`config.mk`:
```
export PLATFORM = sky130hd
export DESIGN_NAME = charge_port_sequencer
export DESIGN_NICKNAME = d
export VERILOG_FILES = /design/src/rtl/chgseq_pkg.sv /design/src/rtl/chgseq_decode.sv /design/src/rtl/chgseq_port.sv /design/src/rtl/chgseq_drive.sv /design/src/rtl/charge_port_sequencer.sv
export SDC_FILE = /design/constraint.sdc
export NUM_CORES = 1
export LEC_CHECK = 0
export BUFFER_PORTS_ARGS = -buffer_cell sky130_fd_sc_hd__buf_2
export CAP_MARGIN = 20
export CELL_PAD_IN_SITES_DETAIL_PLACEMENT = 0
export CELL_PAD_IN_SITES_GLOBAL_PLACEMENT = 1
export CORE_AREA = 10 10 109 111
export DETAILED_ROUTE_END_ITERATION = 10
export DIE_AREA = 0 0 119 121
export GPL_TIMING_DRIVEN = 0
export PLACE_DENSITY_LB_ADDON = 0.3
export SLEW_MARGIN = 0
export SYNTH_ARGS = -nofsm -noshare
export SYNTH_HDL_FRONTEND = slang
export SYNTH_SLANG_ARGS = --single-unit
```
`constraint.sdc`:
```
create_clock -name clk -period 3.61 [get_ports clk]
set_clock_uncertainty 0.05 [all_clocks]
set_input_delay 0.5415 -clock clk [delete_from_list [all_inputs] [get_ports clk]]
set_output_delay 0.5415 -clock clk [all_outputs]
set_load 0.005 [all_outputs]
```
`src/rtl/chgseq_pkg.sv`:
```
package chgseq_pkg;
  typedef enum logic [1:0] {
    CM_NONE = 2'd0,
    CM_CDP  = 2'd1,
    CM_DCP  = 2'd2,
    CM_DIV  = 2'd3
  } chg_mode_t;
endpackage

```
`src/rtl/chgseq_decode.sv`:
```
module chgseq_decode
  import chgseq_pkg::*;
#(
  parameter int NUM_PORTS = 4
) (
  input  logic [NUM_PORTS-1:0]      chg_en,
  input  logic [NUM_PORTS-1:0]      vbus_hi,
  input  logic                      auto_dis,
  input  logic                      host_conn,
  output logic [NUM_PORTS-1:0][1:0] want
);
  for (genvar g = 0; g < NUM_PORTS; g++) begin : g_dec
    localparam bit FIRST_PORT = (g == 0);
    chg_mode_t m;
    always_comb begin
      if (!chg_en[g]) begin
        m = CM_NONE;
      end else if (host_conn) begin
        // connected host: CDP everywhere except the first port under auto mode
        m = (FIRST_PORT && !auto_dis) ? CM_NONE : CM_CDP;
      end else if (vbus_hi[g]) begin
        m = CM_CDP;
      end else begin
        m = auto_dis ? CM_DCP : CM_DIV;
      end
    end
    assign want[g] = m;
  end
endmodule

```
`src/rtl/chgseq_port.sv`:
```
module chgseq_port
  import chgseq_pkg::*;
#(
  parameter int LIM_W = 11
) (
  input  logic             clk,
  input  logic             rst_n,
  input  logic [1:0]       want,
  input  logic             ms_tick,
  input  logic [LIM_W-1:0] lim,
  output logic [1:0]       mode,
  output logic             busy
);
  logic [1:0]       pend_q;
  logic [1:0]       mode_q;
  logic             busy_q;
  logic [LIM_W-1:0] cnt_q;
  logic             last_tick;

  assign last_tick = ms_tick && (cnt_q >= lim - LIM_W'(1));

  always_ff @(posedge clk or negedge rst_n) begin
    if (!rst_n) begin
      pend_q <= CM_NONE;
      mode_q <= CM_NONE;
      busy_q <= 1'b0;
      cnt_q  <= '0;
    end else if (want != pend_q) begin
      pend_q <= want;
      busy_q <= 1'b1;
      cnt_q  <= '0;
    end else if (busy_q && ms_tick) begin
      if (last_tick) begin
        busy_q <= 1'b0;
        mode_q <= pend_q;
      end else begin
        cnt_q <= cnt_q + LIM_W'(1);
      end
    end
  end

  assign mode = mode_q;
  assign busy = busy_q;

  a_r5_mode_hold: assert property (@(posedge clk) disable iff (!rst_n)
    (mode_q != $past(mode_q)) |-> ($past(busy_q) && !busy_q));

  a_r6_restart: assert property (@(posedge clk) disable iff (!rst_n)
    (want != pend_q) |=> (busy_q && cnt_q == '0));

  a_r5_done_on_tick: assert property (@(posedge clk) disable iff (!rst_n)
    $fell(busy_q) |-> $past(ms_tick));
endmodule

```
`src/rtl/chgseq_drive.sv`:
```
module chgseq_drive #(
  parameter int NUM_PORTS = 4
) (
  input  logic [NUM_PORTS-1:0] port_on,
  input  logic                 pol_high,
  input  logic                 gang_act,
  output logic [NUM_PORTS-1:0] pwr_ctl
);
  logic [NUM_PORTS-1:0] on_eff;
  logic                 all_on;

  assign all_on = &port_on;

  for (genvar g = 0; g < NUM_PORTS; g++) begin : g_drv
    if (g == 0) begin : g_lead
      assign on_eff[g] = gang_act ? all_on : port_on[g];
    end else begin : g_rest
      assign on_eff[g] = gang_act ? 1'b0 : port_on[g];
    end
    assign pwr_ctl[g] = pol_high ? on_eff[g] : ~on_eff[g];
  end
endmodule

```
`src/rtl/charge_port_sequencer.sv`:
```
module charge_port_sequencer
  import chgseq_pkg::*;
#(
  parameter int NUM_PORTS  = 4,
  parameter int STEP_W     = 3,
  parameter int STEP_TICKS = 200
) (
  input  logic                   clk,
  input  logic                   rst_n,
  input  logic [NUM_PORTS-1:0]   chg_en,
  input  logic [NUM_PORTS-1:0]   vbus_hi,
  input  logic                   auto_dis,
  input  logic                   host_conn,
  input  logic                   hicur_en,
  input  logic                   pol_high,
  input  logic                   pm_off,
  input  logic                   gang_sel,
  input  logic [STEP_W-1:0]      gap_step,
  input  logic                   ms_tick,
  output logic [2*NUM_PORTS-1:0] port_mode,
  output logic [NUM_PORTS-1:0]   div_hicur,
  output logic [NUM_PORTS-1:0]   pwr_ctl
);
  localparam int MAX_GAP = (1 << STEP_W) * STEP_TICKS;
  localparam int LIM_W   = $clog2(MAX_GAP + 1);

  logic [NUM_PORTS-1:0][1:0] want;
  logic [NUM_PORTS-1:0]      busy;
  logic [NUM_PORTS-1:0]      port_on;
  logic [LIM_W-1:0]          lim;
  logic                      gang_act;

  assign lim      = LIM_W'((32'(gap_step) + 32'd1) * 32'(STEP_TICKS));
  assign gang_act = !pm_off && gang_sel;

  chgseq_decode #(.NUM_PORTS(NUM_PORTS)) u_dec (
    .chg_en    (chg_en),
    .vbus_hi   (vbus_hi),
    .auto_dis  (auto_dis),
    .host_conn (host_conn),
    .want      (want)
  );

  for (genvar g = 0; g < NUM_PORTS; g++) begin : g_port
    logic [1:0] mode;
    chgseq_port #(.LIM_W(LIM_W)) u_port (
      .clk     (clk),
      .rst_n   (rst_n),
      .want    (want[g]),
      .ms_tick (ms_tick),
      .lim     (lim),
      .mode    (mode),
      .busy    (busy[g])
    );
    assign port_mode[2*g +: 2] = mode;
    assign div_hicur[g]        = hicur_en && (mode == CM_DIV);
    assign port_on[g]          = !busy[g];

    a_r5_off_while_busy: assert property (@(posedge clk) disable iff (!rst_n)
      (busy[g] && !gang_act) |-> (pwr_ctl[g] == ~pol_high));
  end

  chgseq_drive #(.NUM_PORTS(NUM_PORTS)) u_drv (
    .port_on  (port_on),
    .pol_high (pol_high),
    .gang_act (gang_act),
    .pwr_ctl  (pwr_ctl)
  );

  a_r8_gang_lead_off: assert property (@(posedge clk) disable iff (!rst_n)
    (gang_act && (|busy)) |-> (pwr_ctl[0] == ~pol_high));

  a_r10_hicur_needs_div: assert property (@(posedge clk) disable iff (!rst_n)
    (|div_hicur) |-> hicur_en);
endmodule

```
Yosys cells after proc, flatten, opt, wreduce, memory -nomap -nowiden
Index checks and enable logic that the tools add are counted.
Operators by class
  reductions and logical operators: 39
  muxes and demuxes: 46
  multipliers: 1
  equality and inequality tests: 12
  add/sub/neg operators: 6
  div/mod/pow operators: 0
  shifts and indexed selects: 0
  bitwise operators: 8
  magnitude comparators: 4
Operators by type and width (number)
  $mux 11: 12
  $add 11x1->11 const B: 4
  $ge 11x11->1: 4
  $mux 2: 12
  $mux 1: 22
  $reduce_and 2->1: 8
  $reduce_bool 2->1: 8
  $logic_and 1x1->1: 13
  $reduce_and 3->1: 4
  $sub 11x1->11 const B: 1
  $eq 2x2->1 const B: 4
  $mul 4x5->8 const B: 1
  $ne 2x2->1: 4
  $ne 2x2->1 const B: 4
  $not 1->1: 8
  $logic_not 1->1: 5
  $add 3x1->4 const B: 1
  $reduce_and 4->1: 1
Storage, ports and cells
  bits in registers: 64
  bits in writable memories: 0
  memories kept: 0
  bits in latches: 0
  output and inout bits: 16
  word-level logic and storage cells: 132
  input port bits: 20
  bits in read-only memories: 0

Logic depth before layout (Yosys ltp)
  depth after elaboration: 8
  depth in mapped cells: 17
  mapped depth without buffers: 15

Modules after synthesis
Synthesis repeated with hierarchy kept, for this count alone.
Second synthesis, totals
  cell total of the unflattened synthesis: 593
  area, all modules: 5193.7 µm²
Modules (own cells, without submodules)
  chgseq_port: times used 4, area an instance 1196.1 µm², cells an instance 134, seq. area each 400.4 µm²
  charge_port_sequencer: times used 1, area an instance 254.0 µm², cells an instance 36, seq. area each 0.0 µm²
  chgseq_decode: times used 1, area an instance 77.6 µm², cells an instance 11, seq. area each 0.0 µm²
  chgseq_drive: times used 1, area an instance 77.6 µm², cells an instance 10, seq. area each 0.0 µm²

Worst setup path before layout
No wires, ideal clock.
  kind: input -> register
  start: input gap_step[0]
  end: register g_port[1].u_port.cnt_q[5]
  required time: 3.484 ns
  setup slack: -0.601 ns
  setup time: 0.076 ns
  data arrival time: 4.085 ns
  stages on the path: 15
  path buffers: 1
  path through: inv_1 -> ha_1 -> inv_1 -> ha_1 -> fa_1 -> nor3_1 -> xnor2_1 -> ha_1 -> nand3_1 -> nor2_1 -> a211o_1 -> maj3_2 -> buf_2 -> or4_1 -> o21ai_1
On the way
  cells in the longest elaborated chain, start to end: 7
Ends and longest elaborated chain
  from (decl): RTL line charge_port_sequencer.sv:18  | input logic [STEP_W-1:0] gap_step,
  $add 3x1->4: RTL line charge_port_sequencer.sv:33  | assign lim = LIM_W'((32'(gap_step) + 32'd1) * 32'(STEP_TICKS));
  $mul 4x5->8: RTL line charge_port_sequencer.sv:33
  $sub 11x1->11: RTL line chgseq_port.sv:20  | assign last_tick = ms_tick && (cnt_q >= lim - LIM_W'(1));
  $ge 11x11->1: RTL line chgseq_port.sv:20
  $logic_and 1x1->1: RTL line chgseq_port.sv:20
  $ne 2x2->1 (no line)
  $reduce_and 2->1 (no line)
  to (signal assigned): RTL line chgseq_port.sv:37  | cnt_q <= cnt_q + LIM_W'(1);
  to (decl): RTL line chgseq_port.sv:17  | logic [LIM_W-1:0] cnt_q;
Every way passes these cells.
A chain may end at the register's enable or synchronous reset.

Final worst setup path
Ends and elaborated chain as after synthesis.

==> key figures <==
Floorplan
  • Core area: 9640 um^2
  • Core Rows: 36
  • Chip Height: 121 um
  • Total die area: 14400 um^2
  • Initial Utilization: 46.5%
  • IO Pins: 36
  • Die W: 119 um

Timing
  • RSZ-0062 raised after global routing: yes
  • Final Hold Viols: 0
  • Setup violators final: 35
  • Fin crit period: 3770 ps
  • Slew Viols, Final: 0
  • Max Clock Freq: 265 MHz
  • Tightest Pin Transition: 844 ps
  • Final WS setup: -159 ps
  • Tcrit/Tclk final: 104%
  • Slew headroom: 43.7%

GRT
  • First-pass GRT wire length: 20700 um
  • Pin count of the biggest net entering global routing: 65
  • Global Route Usage Sum: 17.4%
  • Grt total ovfl: 0
  • Initial antenna violation count: 1
  • Vias in the first global route: 4186

Route
  • Remaining DRCs: 0
  • WL/cell: 18.2 um
  • Post-Route WL: 12700 um
  • Drt pass-1 iters: 4
  • DR vias: 4178
  • Vias per std cell: 5.98
  • Initial DRC count: 157
  • Remaining antenna violation count: 0

Worst setup path
  • CP required: 3840 ps
  • CP arrival: 4000 ps
  • Setup Crit Path Kind: in2reg
  • Max FO, Critical Path: 5
  • Critical Path Start Type: primary input
  • Critical path endpoint category: flip-flop

Synth
  • Mapped Area: 4490 um^2
  • Mean Syn Cell Area: 9.27 um^2
  • Leading register cell type out of synthesis: dfrtp_1
  • Post-synth top cells: dfrtp_1, nand2_1, a21oi_1, ha_1
  • Syn Inst Count: 484
  • Yosys warnings: 0
  • Top-count cell post-synth: dfrtp_1
  • Post-synth EDFFs: 0
  • Top cells by area, synth: dfrtp_1, ha_1, a21oi_1
  • Sequential area share after synthesis: 35.7%
  • Leading area contributor after synthesis: dfrtp_1
  • Yosys reg bits: 64
  • Synth unique cells: 52
  • Post-Syn Nets: 543
  • Async set or reset register ratio after synthesis: 100%
  • Yosys top cell area share: 35.7%

Run status
  • Failing checks: negative setup slack
  • Outcome: finished with violations

Placement
  • Placed insts: 651
  • Port Buffers: 34
  • GP Congestion: 0.807
  • Post-Place Worst Slack: -1270 ps
  • Final HPWL DP: 8380 um

Finish
  • Layout area overhead: 32.0%
  • Layout cell share with drive strength beyond 1: 29.4%
  • Filler cells: 848
  • Nets: 619
  • Layout Cells excl Fill: 699

Power
  • PwrDens: 302 nW/um^2
  • P_leak: 2.50 nW
  • VDD IR max: 0.163 mV

Flow run
  • Max_cap viols: 0

Clock tree
  • Clock latency on the worst-skew pair: 350 ps
  • Htree depth: 3
  • CTS tree: built
  • CTS Buf Count: 9
  • Max clock buf depth: 2
  • CTS root buf: clkbuf_8
  • Clk sink count: 64
  • CTS clk-pin slew, worst paths: 70 ps
  • Hold buffers post-CTS: 0

Worst hold path
  • Min-delay worst type: in2async
==> per-layer routing <==
layer | vias to the layer above | share of wire, % | track usage [%] | routed length (um)
met3 | 26 | 4.4 | 3.96 | 557
li1 | 2000 | - | - | -
met4 | 0 | 2.0 | 6.49 | 255
met5 | - | 0 | 0 | 0
met2 | 84 | 49 | 28.6 | 6260
met1 | 2068 | 45 | 22.0 | 5670
==> cell families (layout without fill, tap and decap cells) <==
group / after synthesis / count (layout) / share of synthesized area, %
compound gates: 132 / 133 / 19.7
xor+xnor: 21 / 21 / 4.27
fa+ha+maj: 40 / 40 / 11.3
buf+inv: 30 / 110 / 2.73
flops: 64 / 64 / 35.7
mux: 16 / 16 / 3.79
other cells: 1 / 2 / 0.0836
simple gates: 180 / 180 / 22.5
==> worst max-delay path, cell delays in order <==
cell,delay (ps)
buf_12,90
clkinvlp_4,100
ha_4,300
inv_6,40
ha_4,230
fa_2,640
nor3_4,70
xnor2_2,220
ha_1,300
nand3_2,90
o22ai_2,70
a211o_1,300
maj3_2,370
buf_6,150
or4_4,400
o21ai_1,80
==> stage by stage <==
| stage | utilization (%) | total power [W] | cell area [um^2] | setup TNS [ps] | hold WS (ps) |
|---|---|---|---|---|---|
| 5_1_grt | 61.4 | 0.00188 | 5920 | -7980 | 300 |
| 4_1_cts | 58.5 | 0.00176 | 5640 | -1760 | 279 |
| 3_3_place_gp | 50.8 | 0.00107 | 4890 | -55870 | 452 |
| 3_5_place_dp | 50.8 | 0.00108 | 4900 | -58650 | 462 |
| 2_1_floorplan | - | 0.000973 | 4560 | -51.3 | 196 |
| 6_report | 61.4 | 0.00179 | 5920 | -2670 | 245 |
==> layout by cell type (no fill, tap or decap), types with 15 or more instances in the layout <==
cell	count
a21oi_1	30
and3_1	15
dfrtp_1	64
nor2_1	16
ha_1	31
or4_1	17
buf_4	23
nand2_1	50
o31ai_1	15
buf_2	32
==> path summary, 6_finish.rpt <==
path / to / slack [ps] / cells past startpoint / startpoint
setup / recovery: g_port[1].u_port.cnt_q[5]$_DFFE_PN0P_ / -160 / 16 / gap_step[0]
hold / removal: g_port[2].u_port.cnt_q[3]$_DFFE_PN0P_ / 240 / 1 / rst_n
setup reg to reg: g_port[0].u_port.cnt_q[3]$_DFFE_PN0P_ / 980 / 7 / g_port[0].u_port.cnt_q[6]$_DFFE_PN0P_
hold reg to reg: g_port[2].u_port.mode[1]$_DFFE_PN0P_ / 480 / 1 / g_port[2].u_port.mode[1]$_DFFE_PN0P_
max in group asynchronous: g_port[1].u_port.cnt_q[7]$_DFFE_PN0P_ / 2700 / 1 / rst_n
min in group clk: g_port[0].u_port.pend_q[1]$_DFFE_PN0N_ / 350 / 2 / vbus_hi[0]
==> state kept, by name, indices dropped and copies added, names as in the netlist <==
name                  count
g_port.u_port.pend_q      8
g_port.u_port.busy        4
g_port.u_port.mode        8
g_port.u_port.cnt_q      44
==> cell type report <==
type	instances	area [um^2]	share of cell area, %
Timing Repair Buffer	65	493	8.32
Inverter	13	57.6	0.972
Clock buffer	13	169	2.85
Buffer	16	114	1.92
Sequential cell	64	1600	27.0
Clock inverter	3	15.0	0.254
Tap cell	133	166	2.81
Antenna cell	1	2.50	0.0423
Multi-Input combinational cell	391	3300	55.8
==> power by group <==
part | switching, W | total [W] | leakage (nW) | internal, W
Sequential | 0.0000176 | 0.000749 | 0.860 | 0.000731
Combinational | 0.000268 | 0.000451 | 1.54 | 0.000182
Clock | 0.000288 | 0.000591 | 0.0992 | 0.000303
==> repair_timing <==
item / 4_1_cts / 5_1_grt
gates resized for setup: 66 / 51
pin swaps: 40 / 18
endpoints found under the setup margin: 56 / 53
setup buffers: 20 / 6
cloned: 5 / 1
(Power assumes the default switching activity.)
